==> src/rtl/anc_fifo_pkg.sv <==
package anc_fifo_pkg;
  typedef enum logic [1:0] {
    FL_NONE   = 2'd0,
    FL_ALL    = 2'd1,
    FL_OLDEST = 2'd2
  } flush_kind_e;
endpackage

==> src/rtl/anc_word_ram.sv <==
module anc_word_ram #(
  parameter int DATA_W = 10,
  parameter int DEPTH  = 16,
  localparam int AW    = $clog2(DEPTH)
) (
  input  logic              clk_i,
  input  logic              we_i,
  input  logic [AW-1:0]     waddr_i,
  input  logic [DATA_W-1:0] wdata_i,
  input  logic [AW-1:0]     raddr_i,
  output logic [DATA_W-1:0] rdata_o
);
  logic [DATA_W-1:0] mem_q [DEPTH];

  always_ff @(posedge clk_i) begin
    if (we_i) mem_q[waddr_i] <= wdata_i;
  end

  assign rdata_o = mem_q[raddr_i];
endmodule

==> src/rtl/anc_flush_ctl.sv <==
module anc_flush_ctl
  import anc_fifo_pkg::*;
(
  input  logic        clk_i,
  input  logic        rst_ni,
  input  logic        msg_track_i,
  input  logic        ff_req_i,
  input  logic        mf_req_i,
  input  logic        open_i,
  input  logic        wr_valid_i,
  output flush_kind_e flush_o,
  output logic        ff_busy_o,
  output logic        mf_busy_o
);
  logic ff_pend_q, mf_pend_q;
  logic ff_exec, mf_exec;

  // whole flush waits for a packet boundary; oldest flush also for an idle write port
  assign ff_exec = ff_pend_q && !open_i && msg_track_i;
  assign mf_exec = mf_pend_q && !ff_exec && !open_i && !wr_valid_i && msg_track_i;

  always_ff @(posedge clk_i or negedge rst_ni) begin
    if (!rst_ni) begin
      ff_pend_q <= 1'b0;
      mf_pend_q <= 1'b0;
    end else begin
      ff_pend_q <= (ff_pend_q && !ff_exec) || (ff_req_i && msg_track_i);
      mf_pend_q <= (mf_pend_q && !mf_exec) || (mf_req_i && msg_track_i);
    end
  end

  always_comb begin
    flush_o = FL_NONE;
    if (ff_exec)      flush_o = FL_ALL;
    else if (mf_exec) flush_o = FL_OLDEST;
  end

  assign ff_busy_o = ff_pend_q;
  assign mf_busy_o = mf_pend_q;

  AST_MF_CLEAR: assert property (@(posedge clk_i) disable iff (!rst_ni)
    (flush_o == FL_OLDEST && !mf_req_i) |=> !mf_busy_o);
  AST_FF_CLEAR: assert property (@(posedge clk_i) disable iff (!rst_ni)
    (flush_o == FL_ALL && !ff_req_i) |=> !ff_busy_o);
endmodule

==> src/rtl/anc_pkt_track.sv <==
module anc_pkt_track
  import anc_fifo_pkg::*;
#(
  parameter int DEPTH    = 16,
  parameter int MAX_PKTS = 8,
  localparam int AW      = $clog2(DEPTH),
  localparam int CW      = $clog2(DEPTH + 1),
  localparam int PW      = $clog2(MAX_PKTS),
  localparam int NW      = $clog2(MAX_PKTS + 1)
) (
  input  logic          clk_i,
  input  logic          rst_ni,
  input  logic          wr_valid_i,
  input  logic          wr_sop_i,
  input  logic          wr_eop_i,
  input  logic          rd_ready_i,
  input  logic          ins_en_i,
  input  logic          full_msg_req_i,
  input  logic          msg_track_i,
  input  logic          fifo_flush_dyn_i,
  input  logic          msg_flush_dyn_i,
  input  flush_kind_e   flush_i,
  output logic          ram_we_o,
  output logic [AW-1:0] ram_waddr_o,
  output logic [AW-1:0] ram_raddr_o,
  output logic          rd_valid_o,
  output logic [CW-1:0] level_o,
  output logic [NW-1:0] pkt_cnt_o,
  output logic          overrun_o,
  output logic          open_o
);
  localparam logic [CW-1:0] DEPTH_C = CW'(DEPTH);
  localparam logic [NW-1:0] MAXP_C  = NW'(MAX_PKTS);

  logic [AW-1:0] wp_q, wp_d, rp_q, rp_d;
  logic [CW-1:0] cnt_q, cnt_d;
  logic [PW-1:0] head_q, head_d;
  logic [NW-1:0] npk_q, npk_d;
  logic          open_q, open_d, ovr_q, ovr_d;
  logic [CW-1:0] rem_q [MAX_PKTS];
  logic [CW-1:0] rem_d [MAX_PKTS];
  logic          done_q [MAX_PKTS];
  logic          done_d [MAX_PKTS];
  logic          we, rd_ok;

  always_comb begin
    logic [PW-1:0] lst;
    logic          full;
    logic          fl_evt;
    wp_d = wp_q; rp_d = rp_q; cnt_d = cnt_q; head_d = head_q; npk_d = npk_q;
    rem_d = rem_q; done_d = done_q; open_d = open_q; ovr_d = ovr_q;
    we = 1'b0; fl_evt = 1'b0; full = 1'b0; lst = '0;

    case (flush_i)
      FL_ALL: begin
        fl_evt = 1'b1;
        rp_d = wp_q; cnt_d = '0; npk_d = '0;
      end
      FL_OLDEST: begin
        fl_evt = 1'b1;
        if (npk_d != '0 && done_d[head_d]) begin
          rp_d = rp_d + AW'(rem_d[head_d]);
          cnt_d = cnt_d - rem_d[head_d];
          head_d = head_d + PW'(1);
          npk_d = npk_d - NW'(1);
        end
      end
      default: begin
        if (wr_valid_i && (open_d || wr_sop_i)) begin
          // a new start closes an unterminated packet
          if (wr_sop_i && open_d) begin
            lst = head_d + PW'(npk_d - NW'(1));
            if (rem_d[lst] == '0) npk_d = npk_d - NW'(1);
            else done_d[lst] = 1'b1;
            open_d = 1'b0;
          end
          if (wr_sop_i && msg_track_i && msg_flush_dyn_i && npk_d != '0 && done_d[head_d]) begin
            fl_evt = 1'b1;
            rp_d = rp_d + AW'(rem_d[head_d]);
            cnt_d = cnt_d - rem_d[head_d];
            head_d = head_d + PW'(1);
            npk_d = npk_d - NW'(1);
          end
          full = (cnt_d == DEPTH_C) || (wr_sop_i && npk_d == MAXP_C);
          if (full && msg_track_i && fifo_flush_dyn_i) begin
            fl_evt = 1'b1;
            if (open_d) begin
              lst = head_d + PW'(npk_d - NW'(1));
              rp_d = wp_q - AW'(rem_d[lst]);
              cnt_d = rem_d[lst];
              head_d = lst;
              npk_d = NW'(1);
            end else begin
              rp_d = wp_q; cnt_d = '0; npk_d = '0;
            end
            full = (cnt_d == DEPTH_C);
          end
          if (full) begin
            ovr_d = 1'b1;
            if (open_d) begin
              lst = head_d + PW'(npk_d - NW'(1));
              if (rem_d[lst] == '0) npk_d = npk_d - NW'(1);
              else done_d[lst] = 1'b1;
              open_d = 1'b0;
            end
          end else begin
            we = 1'b1;
            wp_d = wp_q + AW'(1);
            cnt_d = cnt_d + CW'(1);
            if (wr_sop_i) begin
              lst = head_d + PW'(npk_d);
              rem_d[lst] = CW'(1);
              done_d[lst] = wr_eop_i;
              npk_d = npk_d + NW'(1);
              open_d = !wr_eop_i;
            end else begin
              lst = head_d + PW'(npk_d - NW'(1));
              rem_d[lst] = rem_d[lst] + CW'(1);
              if (wr_eop_i) begin
                done_d[lst] = 1'b1;
                open_d = 1'b0;
              end
            end
          end
        end
      end
    endcase

    rd_ok = ins_en_i && cnt_q != '0 && (!full_msg_req_i || done_q[head_q]) && !fl_evt;
    if (rd_ok && rd_ready_i) begin
      rp_d = rp_d + AW'(1);
      cnt_d = cnt_d - CW'(1);
      rem_d[head_q] = rem_d[head_q] - CW'(1);
      if (rem_d[head_q] == '0 && done_d[head_q]) begin
        head_d = head_q + PW'(1);
        npk_d = npk_d - NW'(1);
      end
    end
  end

  always_ff @(posedge clk_i or negedge rst_ni) begin
    if (!rst_ni) begin
      wp_q <= '0; rp_q <= '0; cnt_q <= '0; head_q <= '0; npk_q <= '0;
      open_q <= 1'b0; ovr_q <= 1'b0;
    end else begin
      wp_q <= wp_d; rp_q <= rp_d; cnt_q <= cnt_d; head_q <= head_d; npk_q <= npk_d;
      open_q <= open_d; ovr_q <= ovr_d;
    end
  end

  for (genvar g = 0; g < MAX_PKTS; g++) begin : g_rec
    always_ff @(posedge clk_i or negedge rst_ni) begin
      if (!rst_ni) begin
        rem_q[g]  <= '0;
        done_q[g] <= 1'b0;
      end else begin
        rem_q[g]  <= rem_d[g];
        done_q[g] <= done_d[g];
      end
    end
  end

  assign ram_we_o    = we;
  assign ram_waddr_o = wp_q;
  assign ram_raddr_o = rp_q;
  assign rd_valid_o  = rd_ok;
  assign level_o     = cnt_q;
  assign pkt_cnt_o   = npk_q;
  assign overrun_o   = ovr_q;
  assign open_o      = open_q;

  AST_LEVEL_BOUND: assert property (@(posedge clk_i) disable iff (!rst_ni)
    cnt_q <= DEPTH_C);
  AST_PKT_BOUND: assert property (@(posedge clk_i) disable iff (!rst_ni)
    npk_q <= MAXP_C);
  AST_OVR_STICKY: assert property (@(posedge clk_i) disable iff (!rst_ni)
    overrun_o |=> overrun_o);
  AST_FF_EMPTY: assert property (@(posedge clk_i) disable iff (!rst_ni)
    (flush_i == FL_ALL) |=> (level_o == '0));
  AST_NO_RD_DISABLED: assert property (@(posedge clk_i) disable iff (!rst_ni)
    (!ins_en_i && $past(ins_en_i) == 1'b0) |=> $stable(ram_raddr_o) || $past(flush_i) != FL_NONE || $past(we));
endmodule

==> src/rtl/anc_pkt_fifo.sv <==
module anc_pkt_fifo
  import anc_fifo_pkg::*;
#(
  parameter int DATA_W   = 10,
  parameter int DEPTH    = 16,
  parameter int MAX_PKTS = 8
) (
  input  logic                           clk_i,
  input  logic                           rst_ni,
  input  logic                           wr_valid_i,
  input  logic [DATA_W-1:0]              wr_data_i,
  input  logic                           wr_sop_i,
  input  logic                           wr_eop_i,
  input  logic                           rd_ready_i,
  output logic                           rd_valid_o,
  output logic [DATA_W-1:0]              rd_data_o,
  input  logic                           ins_en_i,
  input  logic                           full_msg_req_i,
  input  logic                           msg_track_i,
  input  logic                           fifo_flush_dyn_i,
  input  logic                           msg_flush_dyn_i,
  input  logic                           fifo_flush_req_i,
  input  logic                           msg_flush_req_i,
  output logic                           fifo_flush_busy_o,
  output logic                           msg_flush_busy_o,
  output logic                           overrun_o,
  output logic [$clog2(DEPTH+1)-1:0]     level_o,
  output logic [$clog2(MAX_PKTS+1)-1:0]  pkt_cnt_o
);
  localparam int AW = $clog2(DEPTH);

  flush_kind_e   flush;
  logic          open, ram_we;
  logic [AW-1:0] waddr, raddr;

  anc_flush_ctl u_flush (
    .clk_i       (clk_i),
    .rst_ni      (rst_ni),
    .msg_track_i (msg_track_i),
    .ff_req_i    (fifo_flush_req_i),
    .mf_req_i    (msg_flush_req_i),
    .open_i      (open),
    .wr_valid_i  (wr_valid_i),
    .flush_o     (flush),
    .ff_busy_o   (fifo_flush_busy_o),
    .mf_busy_o   (msg_flush_busy_o)
  );

  anc_pkt_track #(.DEPTH(DEPTH), .MAX_PKTS(MAX_PKTS)) u_track (
    .clk_i            (clk_i),
    .rst_ni           (rst_ni),
    .wr_valid_i       (wr_valid_i),
    .wr_sop_i         (wr_sop_i),
    .wr_eop_i         (wr_eop_i),
    .rd_ready_i       (rd_ready_i),
    .ins_en_i         (ins_en_i),
    .full_msg_req_i   (full_msg_req_i),
    .msg_track_i      (msg_track_i),
    .fifo_flush_dyn_i (fifo_flush_dyn_i),
    .msg_flush_dyn_i  (msg_flush_dyn_i),
    .flush_i          (flush),
    .ram_we_o         (ram_we),
    .ram_waddr_o      (waddr),
    .ram_raddr_o      (raddr),
    .rd_valid_o       (rd_valid_o),
    .level_o          (level_o),
    .pkt_cnt_o        (pkt_cnt_o),
    .overrun_o        (overrun_o),
    .open_o           (open)
  );

  anc_word_ram #(.DATA_W(DATA_W), .DEPTH(DEPTH)) u_ram (
    .clk_i   (clk_i),
    .we_i    (ram_we),
    .waddr_i (waddr),
    .wdata_i (wr_data_i),
    .raddr_i (raddr),
    .rdata_o (rd_data_o)
  );
endmodule

==> config.mk <==
export PLATFORM = sky130hd
export DESIGN_NAME = anc_pkt_fifo
export DESIGN_NICKNAME = d
export VERILOG_FILES = /design/src/rtl/anc_fifo_pkg.sv /design/src/rtl/anc_word_ram.sv /design/src/rtl/anc_flush_ctl.sv /design/src/rtl/anc_pkt_track.sv /design/src/rtl/anc_pkt_fifo.sv
export SDC_FILE = /design/constraint.sdc
export NUM_CORES = 1
export LEC_CHECK = 0
export BUFFER_PORTS_ARGS = -buffer_cell sky130_fd_sc_hd__clkbuf_2
export CAP_MARGIN = 20
export CORE_MARGIN = 2
export CORE_UTILIZATION = 45
export CTS_BUF_LIST = sky130_fd_sc_hd__clkbuf_16
export DETAILED_ROUTE_END_ITERATION = 8
export GPL_TIMING_DRIVEN = 0
export PLACE_DENSITY = 0.61
export SETUP_SLACK_MARGIN = 0.4
export SKIP_LAST_GASP = 1
export SLEW_MARGIN = 20
export SYNTH_ARGS = -nofsm -noshare
export SYNTH_HDL_FRONTEND = slang
export SYNTH_SLANG_ARGS = --single-unit
==> constraint.sdc <==
create_clock -name clk_i -period 28.2 [get_ports clk_i]
set_input_delay 1.41 -clock clk_i [delete_from_list [all_inputs] [get_ports clk_i]]
set_output_delay 1.41 -clock clk_i [all_outputs]
set_load 0.01 [all_outputs]
-- After elaboration in Yosys (flattened, before gate mapping)
Memory sizes are Yosys's and may differ from the RTL's.
Index checks and enable logic that the tools add are counted.
- reductions and logical operators: 51
- bitwise operators: 12
- $lt $le $gt $ge: 9
- muxes and demuxes: 132
- eq/ne operators: 5
- add/sub/neg operators: 20
- operator list (cell ; number):
    $mux 40 ; 5
    $mux 5 ; 29
    $mux 4 ; 24
    $bmux 5 s3 ; 6
    $mux 8 ; 11
    $bwmux 40 ; 2
    $demux 5 s3 ; 3
    $mux 3 ; 11
    $and 32x32->32 ; 1
    $not 32->32 ; 1
    $logic_and 1x1->1 ; 29
    $mux 1 ; 28
    $or 8x8->8 ; 3
    $ge 4x4->1 const B ; 5
    $not 3->4 ; 5
    $lt 4x1->1 const B ; 4
    $pmux 4 s2 ; 2
    $sub 4x1->4 const B ; 4
    $logic_not 5->1 ; 3
    $add 3x3->3 ; 4
    $add 4x1->4 const B ; 3
    $add 5x1->5 const B ; 2
    $eq 5x5->1 const B ; 2
    $pmux 5 s2 ; 1
    other kinds (22) ; 41
- memory bits (writable): 160
- output and inout bits: 23
- memories kept: 1
- register bits after elaboration: 72
- memory list (name ; depth ; width ; rd ports ; clocked after Yosys merged registers in ; wr ports ; RTL line ; RTL):
    u_ram.mem_q ; 16 ; 10 ; 1 ; 0 ; 1 ; anc_word_ram.sv:13 ; logic [DATA_W-1:0] mem_q [DEPTH];

-- Longest topological paths before layout
Gate-level depths: netlist (run 1).
- depth in word-level cells: 52
- mapped depth: 48
- mapped depth without buffers: 42

-- Hierarchy
A second synthesis (run 1) with hierarchy kept.
- cell total of the unflattened synthesis: 1447
- area total of the unflattened synthesis: 15310.9 um^2
- by module, submodules not included (module ; cells an instance ; instances ; area an instance (um^2)):
    anc_pkt_track ; 1167 ; 1 ; 9049.9
    anc_word_ram ; 269 ; 1 ; 6153.4
    anc_flush_ctl ; 11 ; 1 ; 107.6

-- Worst setup path after synthesis (run 1)
OpenSTA, ideal clock, no wires.
- kind: reg-to-reg
- from: register u_track.head_q[1]
- to: register u_track.npk_q[1], in the netlist u_track.pkt_cnt_o[1]
- arrival time: 10.521 ns
- path slack: 17.599 ns
- data required time: 28.121 ns
- cell stages (with the launch flop): 42
- path through: dfrtp_1 -> clkbuf_1 -> clkinv_1 -> fa_1 -> or4b_1 -> o21ai_1 -> o221a_2 -> buf_2 -> a31oi_1 -> xnor2_1 -> ha_1 -> nand2_1 -> a311oi_1 -> or4_1 -> buf_2 -> nor2_1 -> xnor2_1 -> ha_1 -> (+6 left out) -> xnor3_2 -> clkbuf_1 -> mux2i_1 -> ha_1 -> nor2b_1 -> and2_1 -> clkbuf_1 -> a22o_1 -> a221oi_1 -> nand4_1 -> inv_1 -> ha_1 -> nand3_1 -> or4_4 -> nor4_4 -> and2_1 -> buf_4 -> mux2i_1
- cells in the longest elaborated chain, start to end: 50
- elaborated cells on any way between the ends: 152
- classes of those cells: add/sub: 13; order compare: 8; eq/ne: 3; mux: 97; bitwise: 10; reduce/logical: 21
- ends and longest elaborated chain (item ; RTL line ; RTL):
    start: declaration ; anc_pkt_track.sv:37 ; logic [PW-1:0] head_q, head_d;
    start signal: assignment ; anc_pkt_track.sv:143 ; wp_q <= '0; rp_q <= '0; cnt_q <= '0; head_q <= '0; npk_q <= '0;
    start signal: assignment ; anc_pkt_track.sv:146 ; wp_q <= wp_d; rp_q <= rp_d; cnt_q <= cnt_d; head_q <= head_d; npk_q <= npk_d;
    $add 3x3->3 ; anc_pkt_track.sv:72 ; lst = head_d + PW'(npk_d - NW'(1));
    $not 3->4 (not written as such) ; anc_pkt_track.sv:73, anc_pkt_track.sv:74 ;
    $ge 4x4->1 (not written as such) / $lt 4x1->1 (equally long branches) ; anc_pkt_track.sv:74 ; else done_d[lst] = 1'b1;
    $logic_and 1x1->1 (not written as such) ; anc_pkt_track.sv:74 ;
    $mux 1 (not written as such) ; anc_pkt_track.sv:74 ;
    $demux 1 s3 ; anc_pkt_track.sv:74 ;
    $or 8x8->8 (no line) ; - ;
    $mux 8 ; anc_pkt_track.sv:73 ; if (rem_d[lst] == '0) npk_d = npk_d - NW'(1);
    (+34 left out) ; - ;
    $bwmux 40 ; anc_pkt_track.sv:133 ; rem_d[head_q] = rem_d[head_q] - CW'(1);
    $bmux 5 s3 ; anc_pkt_track.sv:134 ; if (rem_d[head_q] == '0 && done_d[head_q]) begin
    $mux 5 (not written as such) (2 in series) ; anc_pkt_track.sv:134 ;
    $logic_not 5->1 ; anc_pkt_track.sv:134 ;
    $logic_and 1x1->1 ; anc_pkt_track.sv:134 ;
    $mux 4 ; anc_pkt_track.sv:134 ;
    $mux 4 * ; anc_pkt_track.sv:130 ; if (rd_ok && rd_ready_i) begin
    net u_track.npk_d[1] ; anc_pkt_track.sv:38 ; logic [NW-1:0] npk_q, npk_d;
    end signal: assignment ; anc_pkt_track.sv:143 ;
    end signal: assignment ; anc_pkt_track.sv:146 ;
    end: declaration ; anc_pkt_track.sv:38 ;
The timed path passes the listed nets; every way through them passes the cells marked *. The select of a mux whose other input is x is not followed.
A chain may end at the register's enable or synchronous reset.

-- Worst setup path after layout (run 1)
Same ends and word-level chain as after synthesis.

==> out/metrics.yaml, run 1 <==
outcome:
  status: "complete, no violations"
min_path:
  min_to: "u_track.overrun_o"
  whs_path_depth: 1
  worstHoldStart: "u_track.overrun_o"
  worstHoldPathType: "reg -> reg"
critical_path:
  cp_max_fo: 10
  crit_arrival_ns: 15.97
  worstSetupEndpointType: "register"
  worstPathRequired_ns: 28.66
  critPathLaunch: "u_track.head_q[1]"
  r2r.worst_path.cells: 41
  slowest_stage: "fa_1"
  reg2reg_from: "u_track.head_q[1]"
  r2r-end: "u_track.pkt_cnt_o[1]"
  path_buf_inv: 12
  critPathLaunchType: "register"
  critical_path_class: "reg -> reg"
  slowest_delay_ns: 0.94
  path_common_cell: "ha_1"
  rrSetupSlack_ns: 12.68
  cp_top_family: "buffers and inverters"
timing:
  fin_crit_ns: 15.52
  finClkSkew_ns: 0.01586
  rsz0062_at_grt: "false"
  slew_headroom_pct: 23.16
  holdWs_ns: 0.4831
  tns_ns: 0
  worst_pin_slew_ns: 1.153
  post-route-period-util_pct: 55.02
  slew_violations: 0
  hold_viol_final: 0
  setup_violations: 0
  max_freq_mhz: 64.45
synthesis:
  netlist_instances: 1295
  synthMuxAreaShare_pct: 15.01
  synth_xor_area_share_pct: 4.128
  synth_area_um2: 14700
  yosys_warnings: 0
  synth-seq-cells: 232
  synth_ff_type: "edfxtp_1"
  syn_nets: 1356
  yosys.area_share.simple_pct: 12.66
  synth_compound_area_share_pct: 16.40
  synth_top_family_by_area: "compound AO/OA/AOI/OAI gates"
  syn_area_per_cell_um2: 11.35
  synth_seq_area_share_pct: 44.94
  synth.distinct_cells: 87
  async_flop_share_pct: 31.03
  synth-edff-count: 160
  synthAdderAreaFrac_pct: 3.540
detailed_routing:
  vias: 12190
  wirelength_mm: 53.14
  antenna_left: 0
  drc: 0
  viasPerCell: 6.658
  drt-initial-drc-count: 1514
  wl_per_cell_um: 29.02
  drt-pass1-iter-count: 8
global_routing:
  grt_max_degree: 73
  grt.total_usage_pct: 31.53
  grt_pass1_wl_mm: 78.65
  antenna_found_initial: 1
  grt_pass1_vias: 11940
  grt_overflow: 0
clocking:
  cts-root-buf: "clkbuf_16"
  cts_buffers: 26
  ctsResizeCount: 0
  clock_sinks: 232
  cts_tree: "built"
  clock_latency_ns: 0.55
  clkTransAtPathRegs_ns: 0.06
  cts_buffer_depth: 3
  postCtsSetupRepairBufs: 0
  cts_htree_levels: 1
  cts_hold_buf: 0
layout:
  final_cell_mix: "160 x edfxtp_1, 92 x nor2_1, 82 x nand2_1, 72 x dfrtp_1, 68 x mux4_2"
  nets: 1430
  fin_util_pct: 50.52
  fillers: 2971
  drive_above_1_share_pct: 14.76
  num_antenna_cells: 0
  area_growth_pct: 11.24
  final_common_cell: "edfxtp_1"
floorplan:
  dieArea_um2: 34130
  die_w_um: 184.8
  die_h_um: 184.8
  start_util_pct: 45.42
  core-area_um2: 32370
  io_pins: 46
  num_rows: 66
placement:
  port_buffers: 45
  globalplace.congestion: 1.037
  dp_hpwl_mm: 39.57
run:
  drv_cap: 0
sequential cells by signal (all words and copies together), names as in the netlist:
name,flops
u_flush.ff_busy_o,1
u_track.rem_q,40
u_ram.mem_q,160
u_track.ram_raddr_o,4
u_track.pkt_cnt_o,4
u_track.head_q,3
u_track.ram_waddr_o,4
u_flush.mf_busy_o,1
u_track.done_q,8
u_track.level_o,5
u_track.open_o,1
u_track.overrun_o,1
metrics by stage:
stage,setup WS (ns),instance area (um^2),std cells
4_1_cts,13.26,16350,1831
5_1_grt,12.20,16350,1831
3_3_place_gp,12.86,15480,1782
2_1_floorplan,17.60,14700,1295
6_report,12.68,16350,1831
3_5_place_dp,13.27,15510,1783
cell usage after synthesis (15+ instances only):
library cell / count / area, um^2
edfxtp_1: 160 / 4805
nor2_1: 92 / 345.3
nand2_1: 82 / 307.8
dfrtp_1: 72 / 1802
mux4_2: 68 / 1531
a21oi_1: 67 / 335.3
clkbuf_1: 64 / 240.2
mux2i_1: 47 / 470.5
o21ai_0: 42 / 210.2
a31oi_1: 37 / 231.5
nand3_1: 36 / 180.2
xnor2_1: 35 / 306.5
inv_1: 33 / 123.9
ha_1: 32 / 400.4
and2_1: 28 / 175.2
nor3_1: 26 / 130.1
a22oi_1: 21 / 157.7
a211oi_1: 20 / 150.1
and3_1: 18 / 112.6
o22ai_1: 18 / 112.6
xor2_1: 17 / 148.9
mux2_2: 16 / 180.2
a22o_1: 15 / 131.4
buf_1: 15 / 56.30
nand2b_1: 15 / 93.84
logic make-up after synthesis:
family                   Yosys count
AND/OR/NAND/NOR                  367
AO/OA/AOI/OAI                    342
flip-flops                       232
multiplexers                     133
buffers and inverters            123
XOR/XNOR                          60
adder cells (fa/ha/maj)           38
final cells by class:
type	count	area (um^2)	area share [%]
multi-input combinational	940	7619	46.58
sequential	232	6606	40.39
clock buffer	26	650.6	3.978
tap	442	553.0	3.382
buffer	88	356.6	2.180
timing repair buffer	46	241.5	1.477
clock inverter	22	196.4	1.201
inverter	35	131.4	0.8033
worst max path at each step:
stage | endpoint | slack (ns) | cells past startpoint
after floorplan | u_track.pkt_cnt_o[1] | 17.60 | 41
after global placement | u_track.pkt_cnt_o[1] | 12.86 | 38
after detailed placement | u_track.pkt_cnt_o[1] | 13.27 | 40
after CTS | u_track.pkt_cnt_o[1] | 13.26 | 41
after global routing | u_track.pkt_cnt_o[1] | 12.20 | 42
final | u_track.pkt_cnt_o[1] | 12.68 | 41
per-layer routing:
layer	vias up	track usage (%)	share of wire (%)
met5	-	0	0
met2	693	46.95	43
met1	6086	43.47	42
li1	5248	-	-
met4	0	16.16	6.0
met3	164	6.738	9.1
Power of run 1 is not shown: default switching activity piles up to over one toggle a cycle in this logic, so the estimate is an artifact.
==> run 2: changes to the inputs <==
--- a/config.mk
+++ b/config.mk
@@ -5,6 +5,7 @@
 export SDC_FILE = /design/constraint.sdc
 export NUM_CORES = 1
 export LEC_CHECK = 0
+export ABC_AREA = 1
 export BUFFER_PORTS_ARGS = -buffer_cell sky130_fd_sc_hd__clkbuf_2
 export CAP_MARGIN = 20
 export CORE_MARGIN = 2
==> constraint.sdc (replaced) <==
create_clock -name clk_i -period 16.1 [get_ports clk_i]
set_input_delay 0.805 -clock clk_i [delete_from_list [all_inputs] [get_ports clk_i]]
set_output_delay 0.805 -clock clk_i [all_outputs]
set_load 0.01 [all_outputs]
==> run 2 against run 1 <==
Net effect:
- first-iteration DRC count grew 30%
- critical path depth grew 8
- synthesized cell count grew 57%
- global-route usage grew 1.4 points
==> out/metrics.yaml, run 2 <==
outcome:
  status: "complete, no violations"  # unchanged
detailed_routing:
  drt-initial-drc-count: 1975  # was 1514
  drc: 0  # unchanged
  drt-pass1-iter-count: 6  # was 8
  vias: 15530  # was 12190
  viasPerCell: 5.983  # was 6.658
  antenna_left: 0  # unchanged
  wl_per_cell_um: 23.27  # was 29.02 um
  wirelength_mm: 60.41  # was 53.14 mm
clocking:
  cts_hold_buf: 0  # unchanged
  cts_htree_levels: 1  # unchanged
  postCtsSetupRepairBufs: 0  # unchanged
  clock_sinks: 232  # unchanged
  cts_buffer_depth: 3  # unchanged
  cts_buffers: 27  # was 26
  clkTransAtPathRegs_ns: 0.07  # was 0.06 ns
  ctsResizeCount: 0  # unchanged
  cts_tree: "built"  # unchanged
  cts-root-buf: "clkbuf_16"  # unchanged
  clock_latency_ns: 0.56  # was 0.55 ns
critical_path:
  slowest_delay_ns: 0.73  # was 0.94 ns
  rrSetupSlack_ns: 5.09  # was 12.68 ns
  slowest_stage: "fa_1"  # unchanged
  critPathLaunchType: "register"  # unchanged
  r2r-end: "u_track.head_q[2]"  # was u_track.pkt_cnt_o[1]
  reg2reg_from: "u_track.pkt_cnt_o[0]"  # was u_track.head_q[1]
  crit_arrival_ns: 11.45  # was 15.97 ns
  cp_max_fo: 10  # unchanged
  worstSetupEndpointType: "register"  # unchanged
  critical_path_class: "reg -> reg"  # unchanged
  r2r.worst_path.cells: 49  # was 41
  path_common_cell: "inv_1"  # was ha_1
  worstPathRequired_ns: 16.54  # was 28.66 ns
global_routing:
  grt_max_degree: 39  # was 73
  grt_pass1_vias: 14480  # was 11940
  grt_pass1_wl_mm: 88.74  # was 78.65 mm
  grt.total_usage_pct: 32.90  # was 31.53%
  grt_overflow: 0  # unchanged
  antenna_found_initial: 0  # was 1
run:
  drv_cap: 0  # unchanged
synthesis:
  async_flop_share_pct: 31.03  # unchanged
  synth_seq_area_share_pct: 42.22  # was 44.94%
  synth_largest_area_cell: "edfxtp_1"  # unchanged
  synth-seq-cells: 232  # unchanged
  synth_area_leaders: "edfxtp_1 31%, dfrtp_1 12%, nand2_1 11%"  # was edfxtp_1 33%, dfrtp_1 12%, mux4_2 10%
  synth_area_um2: 15650  # was 14700 um^2
  syn_nets: 2095  # was 1356
  syn_area_per_cell_um2: 7.693  # was 11.35 um^2
  yosys_warnings: 0  # unchanged
  netlist_instances: 2034  # was 1295
  yosysTopAreaCellShare_pct: 30.71  # was 32.68%
  synth_ff_type: "edfxtp_1"  # unchanged
  synth.most_common_cell: "nand2_1"  # was edfxtp_1
  synth.distinct_cells: 55  # was 87
  synth-edff-count: 160  # unchanged
  ys_top_cells_by_count: "459 x nand2_1, 198 x inv_1, 192 x nor2_1"  # was 160 x edfxtp_1, 92 x nor2_1, 82 x nand2_1
layout:
  regMostFlops: "u_ram.mem_q"  # unchanged
  area_growth_pct: 11.99  # was 11.24%
  final_area_um2: 17520  # was 16350 um^2
  nets: 2183  # was 1430
  final_cell_mix: "459 x nand2_1, 203 x inv_1, 189 x nand3_1, 188 x nor2_1, 183 x o21ai_0"  # was 160 x edfxtp_1, 92 x nor2_1, 82 x nand2_1, 72 x dfrtp_1, 68 x mux4_2
  drive_above_1_share_pct: 10.51  # was 14.76%
  largest_reg_flops: 160  # unchanged
  final_common_cell: "nand2_1"  # was edfxtp_1
  largestRegisters: "u_ram.mem_q: 160 flops, u_track.rem_q: 40 flops, u_track.done_q: 8 flops"  # unchanged
  num_antenna_cells: 0  # unchanged
floorplan:
  core-area_um2: 34370  # was 32370 um^2
  dieArea_um2: 36280  # was 34130 um^2
  die_w_um: 190.5  # was 184.8 um
  num_rows: 68  # was 66
  start_util_pct: 45.52  # was 45.42%
  io_pins: 46  # unchanged
  die_h_um: 190.5  # was 184.8 um
placement:
  place_ws_ns: 5.311  # was 13.27 ns
  globalplace.congestion: 1.058  # was 1.037
  dp_hpwl_mm: 45.90  # was 39.57 mm
  port_buffers: 45  # unchanged
  dpl_cell_area_um2: 16630  # was 15510 um^2
timing:
  rsz0062_at_grt: "false"  # unchanged
  worst_pin_slew_ns: 1.047  # was 1.153 ns
  slew_headroom_pct: 30.17  # was 23.16%
  slew_violations: 0  # unchanged
  post-route-period-util_pct: 68.36  # was 55.02%
  finClkSkew_ns: 0.02063  # was 0.01586 ns
  fin_crit_ns: 11.01  # was 15.52 ns
  setup_ws_ns: 5.094  # was 12.68 ns
  max_freq_mhz: 90.86  # was 64.45 MHz
  setup_violations: 0  # unchanged
  tns_ns: 0  # unchanged
  hold_viol_final: 0  # unchanged
min_path:
  worstHoldPathType: "in -> async"  # was reg -> reg
run 2: cell count changes in the layout (fill, tap and decap cells not counted), moves of 46 or more:
cell	delta
mux4_2	-68
nand3_1	+153
mux2i_1	-46
o21ai_0	+141
inv_1	+163
nand2_1	+377
a21oi_1	+62
nor2_1	+96
run 2: critical path, delay by kind of cell (launching register included):
kind	cells	cell delay [ns]
buffers and inverters	14	2.82
adders and majority gates	8	3.40
AOI/OAI and AO/OA	8	1.43
DFF	1	0.42
and+or+nand+nor	19	2.80
run 2: cells by family after synthesis:
group | after synthesis | share of synthesized area (%)
simple gates | 968 | 28.09
compound gates | 462 | 17.02
buf+inv | 307 | 7.820
flops | 232 | 42.22
fa+ha+maj | 38 | 3.326
xor+xnor | 26 | 1.455
mux | 1 | 0.06397
run 2: layer usage:
layer / up-vias / global-route usage, % / wire length [um]
met5: - / 0 / 0
met4: 0 / 16.55 / 3555
met3: 205 / 5.042 / 5114
met2: 800 / 54.15 / 27700
met1: 7369 / 42.17 / 24040
li1: 7159 / - / -
run 2: worst max path at each step:
stage                    startpoint                   end  slack (ns)
4_1_cts        u_track.pkt_cnt_o[0]     u_track.head_q[2]        5.27
3_3_place_gp   u_track.pkt_cnt_o[0]     u_track.head_q[2]        5.35
3_5_place_dp   u_track.pkt_cnt_o[0]     u_track.head_q[2]        5.31
2_1_floorplan  u_track.pkt_cnt_o[0]  u_track.pkt_cnt_o[0]        7.90
6_report       u_track.pkt_cnt_o[0]     u_track.head_q[2]        5.09
5_1_grt        u_track.pkt_cnt_o[0]     u_track.head_q[2]        4.39
run 2: cell type report:
type,instances,area [um^2]
Clock buffer,27,675.6
Timing Repair Buffer,59,349.1
Clock inverter,21,212.7
Multi-Input combinational cell,1495,7888
Tap cell,455,569.3
Buffer,85,390.4
Inverter,222,833.3
Sequential cell,232,6606
Fill cell,3378,16850
run 2: through the flow:
stage	hold slack [ns]	utilization, %	std cells
global route	0.3360	50.98	2596
finish	0.3022	50.98	2596
floorplan	0.4949	-	2034
detailed placement	0.4724	48.39	2548
CTS	0.3044	50.98	2596
global placement	0.4739	47.83	2534
Power of run 2 is left out for the same reason.
==> run 3: changes to the inputs <==
--- a/config.mk
+++ b/config.mk
@@ -13,7 +13,7 @@
 export CTS_BUF_LIST = sky130_fd_sc_hd__clkbuf_16
 export DETAILED_ROUTE_END_ITERATION = 8
 export GPL_TIMING_DRIVEN = 0
-export PLACE_DENSITY = 0.61
+export PLACE_DENSITY = 0.63
 export SETUP_SLACK_MARGIN = 0.4
 export SKIP_LAST_GASP = 1
 export SLEW_MARGIN = 20
==> constraint.sdc (replaced) <==
create_clock -name clk_i -period 9.8 [get_ports clk_i]
set_input_delay 0.49 -clock clk_i [delete_from_list [all_inputs] [get_ports clk_i]]
set_output_delay 0.49 -clock clk_i [all_outputs]
set_load 0.01 [all_outputs]
==> run 3 against run 2 <==
Net effect:
- die area did not move
- sequential share of layout area shrank 0.73 points
- first-iteration DRC count barely moved
==> out/metrics.yaml, run 3 (same netlist as run 2, synthesis figures left out) <==
outcome:
  status: "complete, no violations"  # unchanged
floorplan:
  die_w_um: 190.5  # unchanged
  die_h_um: 190.5  # unchanged
  start_util_pct: 45.52  # unchanged
  dieArea_um2: 36280  # unchanged
  core-area_um2: 34370  # unchanged
  num_rows: 68  # unchanged
  io_pins: 46  # unchanged
layout:
  nets: 2204  # was 2183
  fillers: 3397  # was 3378
  num_antenna_cells: 0  # unchanged
  instances_no_fill: 2618  # was 2596
  area_growth_pct: 14.23  # was 11.99%
  largest_reg_flops: 160  # unchanged
  drive_above_1_share_pct: 13.64  # was 10.51%
  final_cell_mix: "456 x nand2_1, 191 x inv_1, 189 x nand3_1, 182 x nor2_1, 179 x o21ai_0"  # was 459 x nand2_1, 203 x inv_1, 189 x nand3_1, 188 x nor2_1, 183 x o21ai_0
  final_common_cell: "nand2_1"  # unchanged
  regMostFlops: "u_ram.mem_q"  # unchanged
  largestRegisters: "u_ram.mem_q: 160 flops, u_track.rem_q: 40 flops, u_track.done_q: 8 flops"  # unchanged
critical_path:
  worstPathRequired_ns: 10.23  # was 16.54 ns
  path_common_cell: "inv_1"  # unchanged
  slowest_stage: "fa_2"  # was fa_1
  critical_path_class: "reg -> reg"  # unchanged
  worstSetupEndpointType: "register"  # unchanged
  critPathLaunchType: "register"  # unchanged
  cp_max_fo: 10  # unchanged
  crit_arrival_ns: 9.47  # was 11.45 ns
  slowest_delay_ns: 0.66  # was 0.73 ns
  rrSetupSlack_ns: 0.76  # was 5.09 ns
global_routing:
  grt_overflow: 0  # unchanged
  grt_max_degree: 43  # was 39
  grt.total_usage_pct: 33.63  # was 32.90%
  antenna_found_initial: 1  # was 0
  grt_pass1_vias: 14760  # was 14480
  grt_pass1_wl_mm: 91.56  # was 88.74 mm
run:
  drv_cap: 0  # unchanged
timing:
  post-route-period-util_pct: 92.23  # was 68.36%
  finClkSkew_ns: 0.02142  # was 0.02063 ns
  rsz0062_at_grt: "false"  # unchanged
  hold_viol_final: 0  # unchanged
  worst_pin_slew_ns: 1.052  # was 1.047 ns
  slew_headroom_pct: 29.87  # was 30.17%
  setup_violations: 0  # unchanged
  fin_crit_ns: 9.038  # was 11.01 ns
  max_freq_mhz: 110.6  # was 90.86 MHz
  slew_violations: 0  # unchanged
  tns_ns: 0  # unchanged
clocking:
  clkTransAtPathRegs_ns: 0.06  # was 0.07 ns
  cts_buffers: 27  # unchanged
  clock_sinks: 232  # unchanged
  cts_htree_levels: 1  # unchanged
  cts_tree: "built"  # unchanged
  clock_latency_ns: 0.56  # about the same
  cts-root-buf: "clkbuf_16"  # unchanged
  cts_buffer_depth: 3  # unchanged
detailed_routing:
  wirelength_mm: 61.71  # was 60.41 mm
  drt-pass1-iter-count: 6  # unchanged
  drt-initial-drc-count: 1974  # was 1975
  vias: 15840  # was 15530
  antenna_left: 0  # unchanged
  viasPerCell: 6.051  # was 5.983
  wl_per_cell_um: 23.57  # was 23.27 um
  drc: 0  # unchanged
placement:
  dp_hpwl_mm: 46.34  # was 45.90 mm
  globalplace.congestion: 1.073  # was 1.058
  dp_cells: 2549  # was 2548
  port_buffers: 45  # unchanged
min_path:
  worstHoldPathType: "in -> reg"  # was in -> async
run 3: cell types whose count changed in the layout (fill, tap and decap cells not counted), sizes merged:
cell,before,now
clkinv,17,16
clkbuf,133,134
bufinv,4,2
inv,220,217
buf,38,57
dlygate4sd3,0,1
clkinvlp,2,9
run 3: worst max-delay path, delay by kind of cell, from the launching register on:
kind | cells | cell delay, ns
flops | 1 | 0.43
xor+xnor | 1 | 0.16
compound gates | 5 | 0.60
simple gates | 21 | 2.62
buf+inv | 16 | 2.22
fa+ha+maj | 8 | 2.85
run 3: final cells by class:
class,count,area (um^2),share of cell area [%]
plain buffers,85,426.7,2.387
clock buffers,27,675.6,3.780
clock inverters,22,198.9,1.113
inverters,222,865.8,4.844
multi-input cells,1495,7995,44.73
flip-flops and latches,232,6608,36.97
well taps,455,569.3,3.185
repair buffers,80,535.5,2.996
run 3: timing repair:
action,in CTS,in global routing
hold buffers,1,0
pin swaps,3,6
buffers inserted,1,18
gates resized for setup,30,43
endpoints found under the hold margin,30,0
endpoints found under the setup margin,39,19
run 3: final timing paths:
check | start | cells after the start | end
setup / recovery | u_track.pkt_cnt_o[0] | 51 | u_track.head_q[1]
hold / removal | fifo_flush_req_i | 3 | u_flush.ff_busy_o
setup reg to reg | u_track.pkt_cnt_o[0] | 51 | u_track.head_q[1]
hold reg to reg | u_track.overrun_o | 1 | u_track.overrun_o
max in group asynchronous | rst_ni | 3 | u_track.head_q[1]
min in group asynchronous | rst_ni | 2 | u_track.rem_q[27]
run 3: per-stage QoR:
stage / area [um^2] / util [%] / setup slack (ns) / hold slack, ns
floorplan: 15650 / - / 1.602 / 0.1944
finish: 17870 / 52.00 / 0.7619 / 0.1589
detailed placement: 16660 / 48.48 / -0.9981 / 0.4644
global placement: 16440 / 47.83 / -1.008 / 0.4652
CTS: 17640 / 51.31 / 0.4049 / 0.1287
global route: 17870 / 52.00 / 0.3938 / 0.1681
run 3: routing by layer:
| metal | track usage [%] | share of wire, % | vias to the layer above |
|---|---|---|---|
| met3 | 5.521 | 9.1 | 201 |
| met5 | 0 | 0 | - |
| met4 | 14.91 | 5.1 | 0 |
| met1 | 43.60 | 40 | 7561 |
| li1 | - | - | 7181 |
| met2 | 55.40 | 46 | 899 |
Power of run 3 is left out for the same reason.
